--- config.mk ---
export PLATFORM = sky130hd
export DESIGN_NAME = dlt_engine
export DESIGN_NICKNAME = d
export VERILOG_FILES = /design/src/rtl/dlt_pkg.sv /design/src/rtl/dlt_rst_sync.sv /design/src/rtl/dlt_pattern_sel.sv /design/src/rtl/dlt_seq_ctrl.sv /design/src/rtl/dlt_mismatch_log.sv /design/src/rtl/dlt_engine.sv
export SDC_FILE = /design/constraint.sdc
export NUM_CORES = 1
export LEC_CHECK = 0
export ABC_AREA = 1
export BUFFER_PORTS_ARGS = -buffer_cell sky130_fd_sc_hd__buf_2
export CAP_MARGIN = 20
export CORE_MARGIN = 5
export CORE_UTILIZATION = 48
export CTS_BUF_LIST = sky130_fd_sc_hd__clkbuf_8
export DETAILED_ROUTE_END_ITERATION = 8
export PLACE_DENSITY = 0.79
export SYNTH_ARGS = -nofsm -noshare
export SYNTH_HDL_FRONTEND = slang
export SYNTH_SLANG_ARGS = --single-unit
--- constraint.sdc ---
create_clock -name clk -period 4.9 [get_ports clk]
set_input_delay 0.98 -clock clk [delete_from_list [all_inputs] [get_ports clk]]
set_output_delay 0.98 -clock clk [all_outputs]
set_load 0.01 [all_outputs]
--- src/rtl/dlt_pkg.sv ---
package dlt_pkg;
  localparam int DW    = 64;
  localparam int NPAT  = 12;
  localparam int IW    = $clog2(NPAT);
  localparam logic [DW-1:0] DECOY = 64'h0123_4567_89AB_CDEF;

  typedef enum logic [2:0] {
    ST_IDLE, ST_WR_PAT, ST_WR_DECOY, ST_RD_REQ, ST_RD_WAIT
  } seq_st_e;

  // Pattern k<6: bit i equals address bit k of i; k>=6: complement of pattern 11-k
  function automatic logic [DW-1:0] pat_word(input logic [IW-1:0] k);
    logic [DW-1:0] w;
    int            sel;
    logic          inv;
    inv = (k >= IW'(NPAT/2));
    sel = inv ? (NPAT - 1 - int'(k)) : int'(k);
    for (int i = 0; i < DW; i++) begin
      w[i] = (((i >> sel) & 1) != 0) ^ inv;
    end
    return w;
  endfunction
endpackage

--- src/rtl/dlt_rst_sync.sv ---
module dlt_rst_sync (
  input  logic clk,
  input  logic rst_n,
  output logic rst_sync_n
);
  logic [1:0] sync_q;

  always_ff @(posedge clk or negedge rst_n) begin
    if (!rst_n) sync_q <= 2'b00;
    else        sync_q <= {sync_q[0], 1'b1};
  end

  assign rst_sync_n = sync_q[1];
endmodule

--- src/rtl/dlt_pattern_sel.sv ---
module dlt_pattern_sel
  import dlt_pkg::*;
(
  input  logic [IW-1:0] idx_i,
  input  logic          decoy_i,
  output logic [DW-1:0] pat_o,
  output logic [DW-1:0] wdata_o
);
  always_comb begin
    pat_o   = pat_word(idx_i);
    wdata_o = decoy_i ? DECOY : pat_o;
  end
endmodule

--- src/rtl/dlt_seq_ctrl.sv ---
module dlt_seq_ctrl
  import dlt_pkg::*;
#(
  parameter int AW = 16
) (
  input  logic          clk,
  input  logic          rst_n,
  input  logic          start_i,
  input  logic [AW-1:0] base_i,
  input  logic          rvalid_i,
  output logic [IW-1:0] idx_o,
  output logic          decoy_o,
  output logic          mem_req_o,
  output logic          mem_we_o,
  output logic [AW-1:0] mem_addr_o,
  output logic          start_acc_o,
  output logic          cmp_en_o,
  output logic          busy_o,
  output logic          done_o
);
  localparam logic [IW-1:0] LAST = IW'(NPAT - 1);

  seq_st_e       st_q, st_n;
  logic [IW-1:0] idx_q, idx_n;
  logic [AW-1:0] base_q;
  logic          done_q, done_n;
  logic          idx_en;

  always_comb begin
    st_n   = st_q;
    idx_n  = idx_q;
    done_n = done_q;
    idx_en = 1'b0;
    case (st_q)
      ST_IDLE: if (start_i) begin
        st_n   = ST_WR_PAT;
        idx_n  = '0;
        idx_en = 1'b1;
        done_n = 1'b0;
      end
      ST_WR_PAT:   st_n = ST_WR_DECOY;
      ST_WR_DECOY: st_n = ST_RD_REQ;
      ST_RD_REQ:   st_n = ST_RD_WAIT;
      ST_RD_WAIT: if (rvalid_i) begin
        if (idx_q == LAST) begin
          st_n   = ST_IDLE;
          done_n = 1'b1;
        end else begin
          st_n   = ST_WR_PAT;
          idx_n  = idx_q + 1'b1;
          idx_en = 1'b1;
        end
      end
      default: st_n = ST_IDLE;
    endcase
  end

  always_ff @(posedge clk or negedge rst_n) begin
    if (!rst_n) begin
      st_q   <= ST_IDLE;
      idx_q  <= '0;
      base_q <= '0;
      done_q <= 1'b0;
    end else begin
      st_q   <= st_n;
      done_q <= done_n;
      if (idx_en)      idx_q  <= idx_n;
      if (start_acc_o) base_q <= base_i;
    end
  end

  always_comb begin
    start_acc_o = (st_q == ST_IDLE) && start_i;
    cmp_en_o    = (st_q == ST_RD_WAIT) && rvalid_i;
    busy_o      = (st_q != ST_IDLE);
    decoy_o     = (st_q == ST_WR_DECOY);
    mem_req_o   = (st_q == ST_WR_PAT) || (st_q == ST_WR_DECOY) || (st_q == ST_RD_REQ);
    mem_we_o    = (st_q == ST_WR_PAT) || (st_q == ST_WR_DECOY);
    mem_addr_o  = decoy_o ? base_q + 1'b1 : base_q;
    idx_o       = idx_q;
    done_o      = done_q;
  end

  AST_DECOY_FOLLOWS: assert property (@(posedge clk) disable iff (!rst_n)
    (mem_req_o && mem_we_o && !decoy_o) |=>
      (mem_req_o && mem_we_o && decoy_o && mem_addr_o == AW'($past(mem_addr_o) + 1'b1)));
  AST_ONE_READ: assert property (@(posedge clk) disable iff (!rst_n)
    (mem_req_o && !mem_we_o) |=> !mem_req_o);
  AST_DONE_QUIET: assert property (@(posedge clk) disable iff (!rst_n)
    done_o |-> !mem_req_o);
  AST_START_IGNORED: assert property (@(posedge clk) disable iff (!rst_n)
    (busy_o && start_i) |=> $stable(base_q));
  AST_IDX_RANGE: assert property (@(posedge clk) disable iff (!rst_n)
    idx_q <= LAST);
endmodule

--- src/rtl/dlt_mismatch_log.sv ---
module dlt_mismatch_log
  import dlt_pkg::*;
(
  input  logic          clk,
  input  logic          rst_n,
  input  logic          clr_i,
  input  logic          cmp_en_i,
  input  logic [DW-1:0] exp_i,
  input  logic [DW-1:0] obs_i,
  input  logic [IW-1:0] idx_i,
  output logic          fail_o,
  output logic [DW-1:0] exp_o,
  output logic [DW-1:0] obs_o,
  output logic [IW-1:0] idx_o
);
  logic mis;
  logic fail_n;

  always_comb begin
    mis    = cmp_en_i && (obs_i != exp_i);
    fail_n = clr_i ? 1'b0 : (fail_o | mis);
  end

  always_ff @(posedge clk or negedge rst_n) begin
    if (!rst_n) begin
      fail_o <= 1'b0;
      exp_o  <= '0;
      obs_o  <= '0;
      idx_o  <= '0;
    end else begin
      fail_o <= fail_n;
      if (mis) begin
        exp_o <= exp_i;
        obs_o <= obs_i;
        idx_o <= idx_i;
      end
    end
  end

  AST_FAIL_STICKY: assert property (@(posedge clk) disable iff (!rst_n)
    (fail_o && !clr_i) |=> fail_o);
  AST_LOG_HOLD: assert property (@(posedge clk) disable iff (!rst_n)
    !(cmp_en_i && exp_i != obs_i) |=> ($stable(exp_o) && $stable(obs_o) && $stable(idx_o)));
  AST_LOG_IDX: assert property (@(posedge clk) disable iff (!rst_n)
    idx_o < IW'(NPAT));
endmodule

--- src/rtl/dlt_engine.sv ---
module dlt_engine
  import dlt_pkg::*;
#(
  parameter int AW = 16
) (
  input  logic          clk,
  input  logic          rst_n,
  input  logic          start_i,
  input  logic [AW-1:0] base_addr_i,
  output logic          mem_req_o,
  output logic          mem_we_o,
  output logic [AW-1:0] mem_addr_o,
  output logic [63:0]   mem_wdata_o,
  input  logic [63:0]   mem_rdata_i,
  input  logic          mem_rvalid_i,
  output logic          busy_o,
  output logic          done_o,
  output logic          fail_o,
  output logic [63:0]   exp_o,
  output logic [63:0]   obs_o,
  output logic [3:0]    fail_idx_o
);
  logic          rst_i_n;
  logic [IW-1:0] idx;
  logic          decoy;
  logic          start_acc;
  logic          cmp_en;
  logic [DW-1:0] pat;

  dlt_rst_sync u_rst (
    .clk(clk), .rst_n(rst_n), .rst_sync_n(rst_i_n)
  );

  dlt_seq_ctrl #(.AW(AW)) u_ctrl (
    .clk(clk), .rst_n(rst_i_n), .start_i(start_i), .base_i(base_addr_i),
    .rvalid_i(mem_rvalid_i), .idx_o(idx), .decoy_o(decoy),
    .mem_req_o(mem_req_o), .mem_we_o(mem_we_o), .mem_addr_o(mem_addr_o),
    .start_acc_o(start_acc), .cmp_en_o(cmp_en), .busy_o(busy_o), .done_o(done_o)
  );

  dlt_pattern_sel u_pat (
    .idx_i(idx), .decoy_i(decoy), .pat_o(pat), .wdata_o(mem_wdata_o)
  );

  dlt_mismatch_log u_log (
    .clk(clk), .rst_n(rst_i_n), .clr_i(start_acc), .cmp_en_i(cmp_en),
    .exp_i(pat), .obs_i(mem_rdata_i), .idx_i(idx),
    .fail_o(fail_o), .exp_o(exp_o), .obs_o(obs_o), .idx_o(fail_idx_o)
  );

  AST_RESET_QUIET: assert property (@(posedge clk) disable iff (!rst_n)
    !rst_i_n |-> (!mem_req_o && !done_o && !fail_o));
endmodule

==> impl_metrics.tcl, run 1 <==
set metrics [dict create \
    die_w_microns 149 \
    synthCells 1300 \
    avgSynthCellArea_sq_um 7.14 \
    netlist_area_sq_um 9280 \
    track_usage 0.291 \
    yosysTopAreaCell "dfrtp_1" \
    synth-xor-area-share 0.0387 \
    synth_edf_count 0 \
    synthesis.nets 1387 \
    cts.htree.levels 4 \
    path_class "flop to primary output" \
    cts_buffer_depth 2 \
    initial_utilization 0.491 \
    cts_hold_buffers 0 \
    postCtsSetupRepairBufs 0 \
    intPower_mw 4.07 \
    reg2reg_depth 21 \
    yosys_warnings 0 \
    clock_sinks 159 \
    setup_violations 0 \
    cts_tree "yes" \
    p_clk_frac 0.127 \
    crit_slowest_cell "dfrtp_1" \
    global_route.usage.met2 0.435 \
    finClkSkew_ns 0.0123 \
    grt_pass1_wl_microns 51200 \
    power_switching_mw 4.00 \
    overflow 0 \
    die_area_sq_um 22200 \
    leakage_nw 6.57 \
    clkTransAtPathRegs_ns 0.09 \
    pwr_density_cell_nw_per_um2 710 \
    grt_max_degree 82 \
    p_sw_frac 0.495 \
    synth_fa_ha_area_frac 0.00404 \
    drt_iter0_markers 968 \
    rsz0062_at_grt "false" \
    route.detailed.drc 0 \
    clockRootBuffer "clkbuf_8" \
    clk_latency_ns 0.46 \
    status "finished clean" \
    num_rows 50 \
    maxClockFrequency_ghz 0.236 \
    power.share.sequential 0.280 \
    p_total_mw 8.07 \
    hold_viol 0 \
    io_buffer_count 300 \
    fin_cells 1841 \
    synthTopCellsByArea "dfrtp_1 (43%), nand2_1 (22%), nand3_1 (10%)" \
    tns_ns 0 \
    critPathMaxStageDelay_ns 0.39 \
    ant_nets 0 \
    crit_path_max_fanout 23 \
    dp_hpwl_microns 24400 \
    ys_ff_latch 159 \
    vdd_drop_max_mv 0.321 \
    synth_top_cell_area_share 0.429 \
    power_frac_comb 0.593 \
    worstSetupEndpointType "primary output" \
    fillers 1860 \
    final-max-slew-violation-count 0 \
    routed_wl_microns 32800 \
    min_period_over_period 0.864 \
    synth_ff_type "dfrtp_1" \
    area_delta_synth_final_pct 22.5 \
    path_buf_inv 3 \
    routed-via-count 9817 \
    grt-busiest-layer "met2" \
    viasPerCell 5.33 \
    synth-async-reset-ratio 1.00 \
    dr.pass1.iters 5 \
    fp.coreArea_sq_um 18900 \
    die_h_microns 149 \
    synth_compound_area_frac 0.0314 \
    cp_data_arrival_time_ns 3.25 \
    ys_types 38 \
    cts_resized 0 \
    nNetsFinal 1653 \
    path_delay_family "simple AND/OR/NAND/NOR gates" \
    startpoint_type "flop" \
    use_met1 0.409 \
    cts_made_buffers 17 \
    antenna_found_initial 0 \
    placed_cells 1806 \
    synth.yosys.seq_area_share 0.429 \
    fin_crit_ns 4.23 \
    synth-simple-area-share 0.428 \
    cp.depth 10 \
    crit_chain "buf_4 > inv_1 > nand3_2 > nand2_1 > nand3_2 > nand2_2 > nand3_1 > nand2_1 > nor2_1 > buf_2" \
    grt_use_met3 0.0684 \
    drv_cap 0 \
    slew_headroom 0.408 \
    tightest_slew_ns 0.881 \
    grt_pass1_vias 9332 \
    synth_top_family_by_area "simple AND/OR/NAND/NOR gates" \
    gp_congestion 0.961 \
    synth_mux_area_frac 0 \
    hold_class "flop to asynchronous set/reset pin" \
    avgRoutedWirePerCell_microns 17.8 \
    io_pins 301 \
    crit_required_ns 3.92 \
    drive_gt1_frac 0.243 \
]
## stage by stage
step                       util  setup WS, ns  hold slack [ns]  cell area (sq um)
after detailed placement  0.578         0.898            0.336              10900
after global routing      0.601         0.478            0.172              11400
after floorplan               -         0.142            0.331               9280
after global placement    0.578         0.936            0.332              10900
after CTS                 0.600         0.748            0.264              11300
final                     0.602         0.668            0.162              11400
## flip-flops by register name (all words and copies together) (netlist names), 2 cells and up
name / cells
u_log.idx_o: 4
u_rst.sync_q: 2
u_ctrl.base_q: 16
u_log.obs_o: 64
u_log.exp_o: 64
u_ctrl.idx_o: 4
u_ctrl.st_q: 3
## worst paths after layout
kind                                 start              end  slack (ns)
setup / recovery           u_ctrl.idx_o[1]  mem_wdata_o[36]        0.67
hold / removal             u_rst.sync_q[1]  u_log.obs_o[29]        0.16
setup reg to reg           u_ctrl.idx_o[1]  u_log.obs_o[30]        0.73
hold reg to reg            u_rst.sync_q[1]  u_log.obs_o[29]        0.16
max in group asynchronous  u_rst.sync_q[1]   u_log.obs_o[5]        4.06
min in group clk           u_rst.sync_q[0]  u_rst.sync_q[1]        0.36
## per-layer routing
layer / wire length, microns / share of wire
met3: 3170 / 0.097
met5: 0 / 0
met2: 14800 / 0.45
met1: 13900 / 0.42
met4: 961 / 0.029
## cells in the mapped netlist, types with 2 or more instances
cell type	n
nand2_1	542
nand3_1	193
dfrtp_1	159
nor2_1	83
inv_1	57
nand3b_1	52
clkbuf_1	30
xor2_1	25
buf_2	18
o21ai_0	18
xnor2_1	16
a21oi_1	15
buf_1	13
buf_6	11
nand2_2	10
nand4_1	9
nor3_1	6
inv_2	5
nand3_2	5
or2_2	4
a31oi_1	3
buf_4	3
ha_1	3
o2111ai_1	3
o21ai_1	2
o21ai_2	2
o22ai_1	2
## power by group through the flow
stage / Clock, mW / Combinational [mW] / Sequential (mW)
after floorplan: 0 / 2.57 / 2.48
after CTS: 1.04 / 4.76 / 2.27
final: 1.02 / 4.79 / 2.26
after detailed placement: 0 / 4.75 / 2.28
after global routing: 1.09 / 5.27 / 2.33
after global placement: 0 / 4.69 / 2.27
## layout by cell type (no fill, tap or decap), types with 2 or more instances in the layout
cell        netlist  routed
bufinv_16         0       3
buf_2            18     300
clkinvlp_4        0       2
nand4_1           9       9
buf_4             3      18
o21ai_1           2       2
inv_2             5       4
nand3b_1         52      52
diode_2           0       2
xor2_1           25      25
o2111ai_1         3       3
buf_12            0       3
xnor2_1          16      16
nand3_2           5       5
or2_2             4       4
nor3_1            6       5
inv_6             1       4
a31oi_1           3       3
nand2_4           1       3
a21oi_1          15      15
nor2_1           83      83
nand2_1         542     542
nand2_2          10       8
o22ai_1           2       2
o21ai_0          18      18
clkbuf_8          0      17
clkinv_4          0       3
dfrtp_1         159     158
nand3_1         193     193
inv_1            57      61
o21ai_2           2       2
ha_1              3       3
## kinds of logic (layout without fill, tap and decap cells)
family	Yosys count	count (layout)
AND/OR/NAND/NOR	908	908
flip-flops	159	159
buffers and inverters	139	418
AO/OA/AOI/OAI	49	49
XOR/XNOR	41	41
adder cells (fa/ha/maj)	3	3
other	1	3
## final cells by class
| class | instances | area, sq um | area share |
|---|---|---|---|
| multi-input cells | 1002 | 4680 | 0.411 |
| inverters | 64 | 248 | 0.0218 |
| flip-flops and latches | 159 | 3980 | 0.350 |
| clock inverters | 15 | 173 | 0.0152 |
| clock buffers | 17 | 234 | 0.0206 |
| well taps | 260 | 325 | 0.0286 |
| diodes | 2 | 5.00 | 0.000440 |
| repair buffers | 322 | 1720 | 0.152 |
(Power assumes the default switching activity.)
==> run 2: changes to the inputs <==
- ABC_AREA: 1 -> default
- CORE_MARGIN: 5 -> 3
- PLACE_DENSITY: 0.79 -> 0.8
==> run 2 against run 1 <==
  * Combinational power decreased by 32%
  * Non-clock buffer count grew 8
  * Setup slack got worse by 0.082 ns
  * Largest cell class unchanged
==> impl_metrics.tcl, run 2 <==
set metrics [dict create \
    status "finished clean" \
    dr.pass1.iters 5 \
    grt_max_degree 89 \
    yosys_warnings 0 \
    dp_hpwl_microns 22700 \
    antenna_found_initial 1 \
    fp.coreArea_sq_um 18100 \
    drt_iter0_markers 944 \
    clockRootBuffer "clkbuf_8" \
    track_usage 0.301 \
    whs_ns 0.273 \
    avgRoutedWirePerCell_microns 21.9 \
    hold_class "input port to asynchronous set/reset pin" \
    netlist_area_sq_um 8970 \
    worstSetupEndpointType "flop" \
    rsz0062_at_grt "false" \
    drive_gt1_frac 0.388 \
    grt_pass1_vias 8195 \
    fin_util 0.617 \
    final-max-slew-violation-count 0 \
    postCtsSetupRepairBufs 0 \
    synthCells 890 \
    io_buffer_count 300 \
    drv_cap 0 \
    setup_violations 0 \
    num_rows 49 \
    cts_resized 0 \
    fillers 1583 \
    diodes 0 \
    min_period_over_period 0.880 \
    grt_pass1_wl_microns 47300 \
    finalInstanceArea_sq_um 11200 \
    mostFrequentLayoutCell "buf_2" \
    startpoint_type "flop" \
    path_class "flop to flop" \
    crit_required_ns 5.26 \
    yosysMostFrequentCell "dfrtp_1" \
    slew_headroom 0.321 \
    routed_wl_microns 31000 \
    place_area_sq_um 10700 \
    hold_viol 0 \
    maxClockFrequency_ghz 0.232 \
    cts.htree.levels 4 \
    yosysTopAreaCell "dfrtp_1" \
    clk_latency_ns 0.47 \
    tns_ns 0 \
    leakage_nw 5.29 \
    synth_edf_count 0 \
    gp_congestion 1.05 \
    cp_data_arrival_time_ns 4.67 \
    finClkSkew_ns 0.0127 \
    io_pins 301 \
    cts_buffer_depth 2 \
    synth-async-reset-ratio 1.00 \
    initial_utilization 0.494 \
    cts_tree "yes" \
    ys_types 77 \
    overflow 0 \
    netlist_top_cells_count "dfrtp_1 (159), mux2_2 (77), nor2_1 (70)" \
    routed-via-count 8412 \
    cts_made_buffers 17 \
    crit_path_max_fanout 45 \
    fin_crit_ns 4.31 \
    tightest_slew_ns 1.02 \
    reg2reg_slack_ns 0.59 \
    die_area_sq_um 20400 \
    cts_hold_buffers 0 \
    synthTopCellsByArea "dfrtp_1 (44%), mux2_2 (9.7%), mux2_1 (6.3%)" \
    viasPerCell 5.96 \
    synth_ff_type "dfrtp_1" \
    layout_common_cells "buf_2 (300), dfrtp_1 (155), mux2_2 (77)" \
    ant_nets 0 \
    pwr_density_cell_nw_per_um2 593 \
    synthesis.nets 977 \
    route.detailed.drc 0 \
    synth_top_cell_area_share 0.444 \
    reg_top3 "u_log.exp_o (64), u_log.obs_o (64), u_ctrl.base_q (16)" \
    die_h_microns 143 \
    clkTransAtPathRegs_ns 0.09 \
    synth.yosys.seq_area_share 0.444 \
    clock_sinks 159 \
    area_delta_synth_final_pct 24.7 \
    nNetsFinal 1259 \
    ys_ff_latch 159 \
    avgSynthCellArea_sq_um 10.1 \
    vdd_drop_max_mv 0.277 \
    die_w_microns 143 \
]
run 2: changes by cell type after synthesis, moves of 15 or more:
cell,previous run,this run
inv_1,57,31
mux2i_1,0,23
mux2_1,0,50
nand2_1,542,63
xnor2_1,16,33
mux2_2,0,77
a21oi_1,15,37
nand3_1,193,19
nor3_1,6,23
nor2b_1,0,15
o21ai_0,18,47
nand3b_1,52,6
run 2: per-layer routing:
layer	track usage	routed length, microns	part of all wire
met5	0	13	0.00042
met2	0.479	14300	0.46
met3	0.0733	2950	0.095
met4	0.116	1080	0.035
met1	0.400	12600	0.41
run 2: layout make-up:
cell class	instances	area, sq um	share of cell area
Clock buffer	20	275	0.0246
Clock inverter	10	184	0.0164
Inverter	32	120	0.0107
Multi-Input combinational cell	632	4570	0.409
Sequential cell	159	3990	0.356
Tap cell	229	287	0.0256
Timing Repair Buffer	330	1760	0.158
run 2: final timing paths:
| kind | startpoint | to | cells past startpoint |
|---|---|---|---|
| hold reg to reg | u_rst.sync_q[0] | u_rst.sync_q[1] | 0 |
| setup reg to reg | u_ctrl.idx_o[3] | u_log.exp_o[35] | 11 |
| hold / removal | rst_n | u_rst.sync_q[1] | 1 |
| min in group clk | u_rst.sync_q[0] | u_rst.sync_q[1] | 0 |
| max in group asynchronous | u_rst.sync_q[1] | u_ctrl.idx_o[1] | 1 |
| setup / recovery | u_ctrl.idx_o[3] | u_log.exp_o[35] | 11 |
run 2: power breakdown:
| part | internal, mW | switching [mW] |
|---|---|---|
| combinational | 1.40 | 1.85 |
| clock | 0.643 | 0.498 |
| sequential | 1.88 | 0.368 |
| total | 3.92 | 2.71 |
run 2: critical path, stage by stage, from the launching register on:
cell      delay [ns]
dfrtp_2         0.71
buf_4           0.41
nor4b_2         0.09
buf_4           0.23
a211oi_1        0.50
xnor2_1         0.19
nand2_1         0.14
or4_1           0.41
nor3_1          0.49
a41oi_4         0.22
buf_4           0.35
mux2_1          0.39
run 2: cell families (layout without fill, tap and decap cells):
family	Yosys count	in the layout	synth area share
AO/OA/AOI/OAI	166	166	0.122
adder cells (fa/ha/maj)	3	3	0.00418
flip-flops	159	159	0.444
buffers and inverters	99	392	0.0491
AND/OR/NAND/NOR	263	263	0.146
XOR/XNOR	49	49	0.0495
other	1	1	0.000418
multiplexers	150	150	0.185
run 2: metrics by stage:
| step | setup slack, ns | power (mW) | instances |
|---|---|---|---|
| after CTS | 0.662 | 6.64 | 1412 |
| final | 0.586 | 6.63 | 1412 |
| after global placement | 0.692 | 5.41 | 1382 |
| after detailed placement | 0.676 | 5.50 | 1382 |
| after floorplan | 0.142 | 4.07 | 890 |
| after global routing | 0.424 | 7.05 | 1412 |
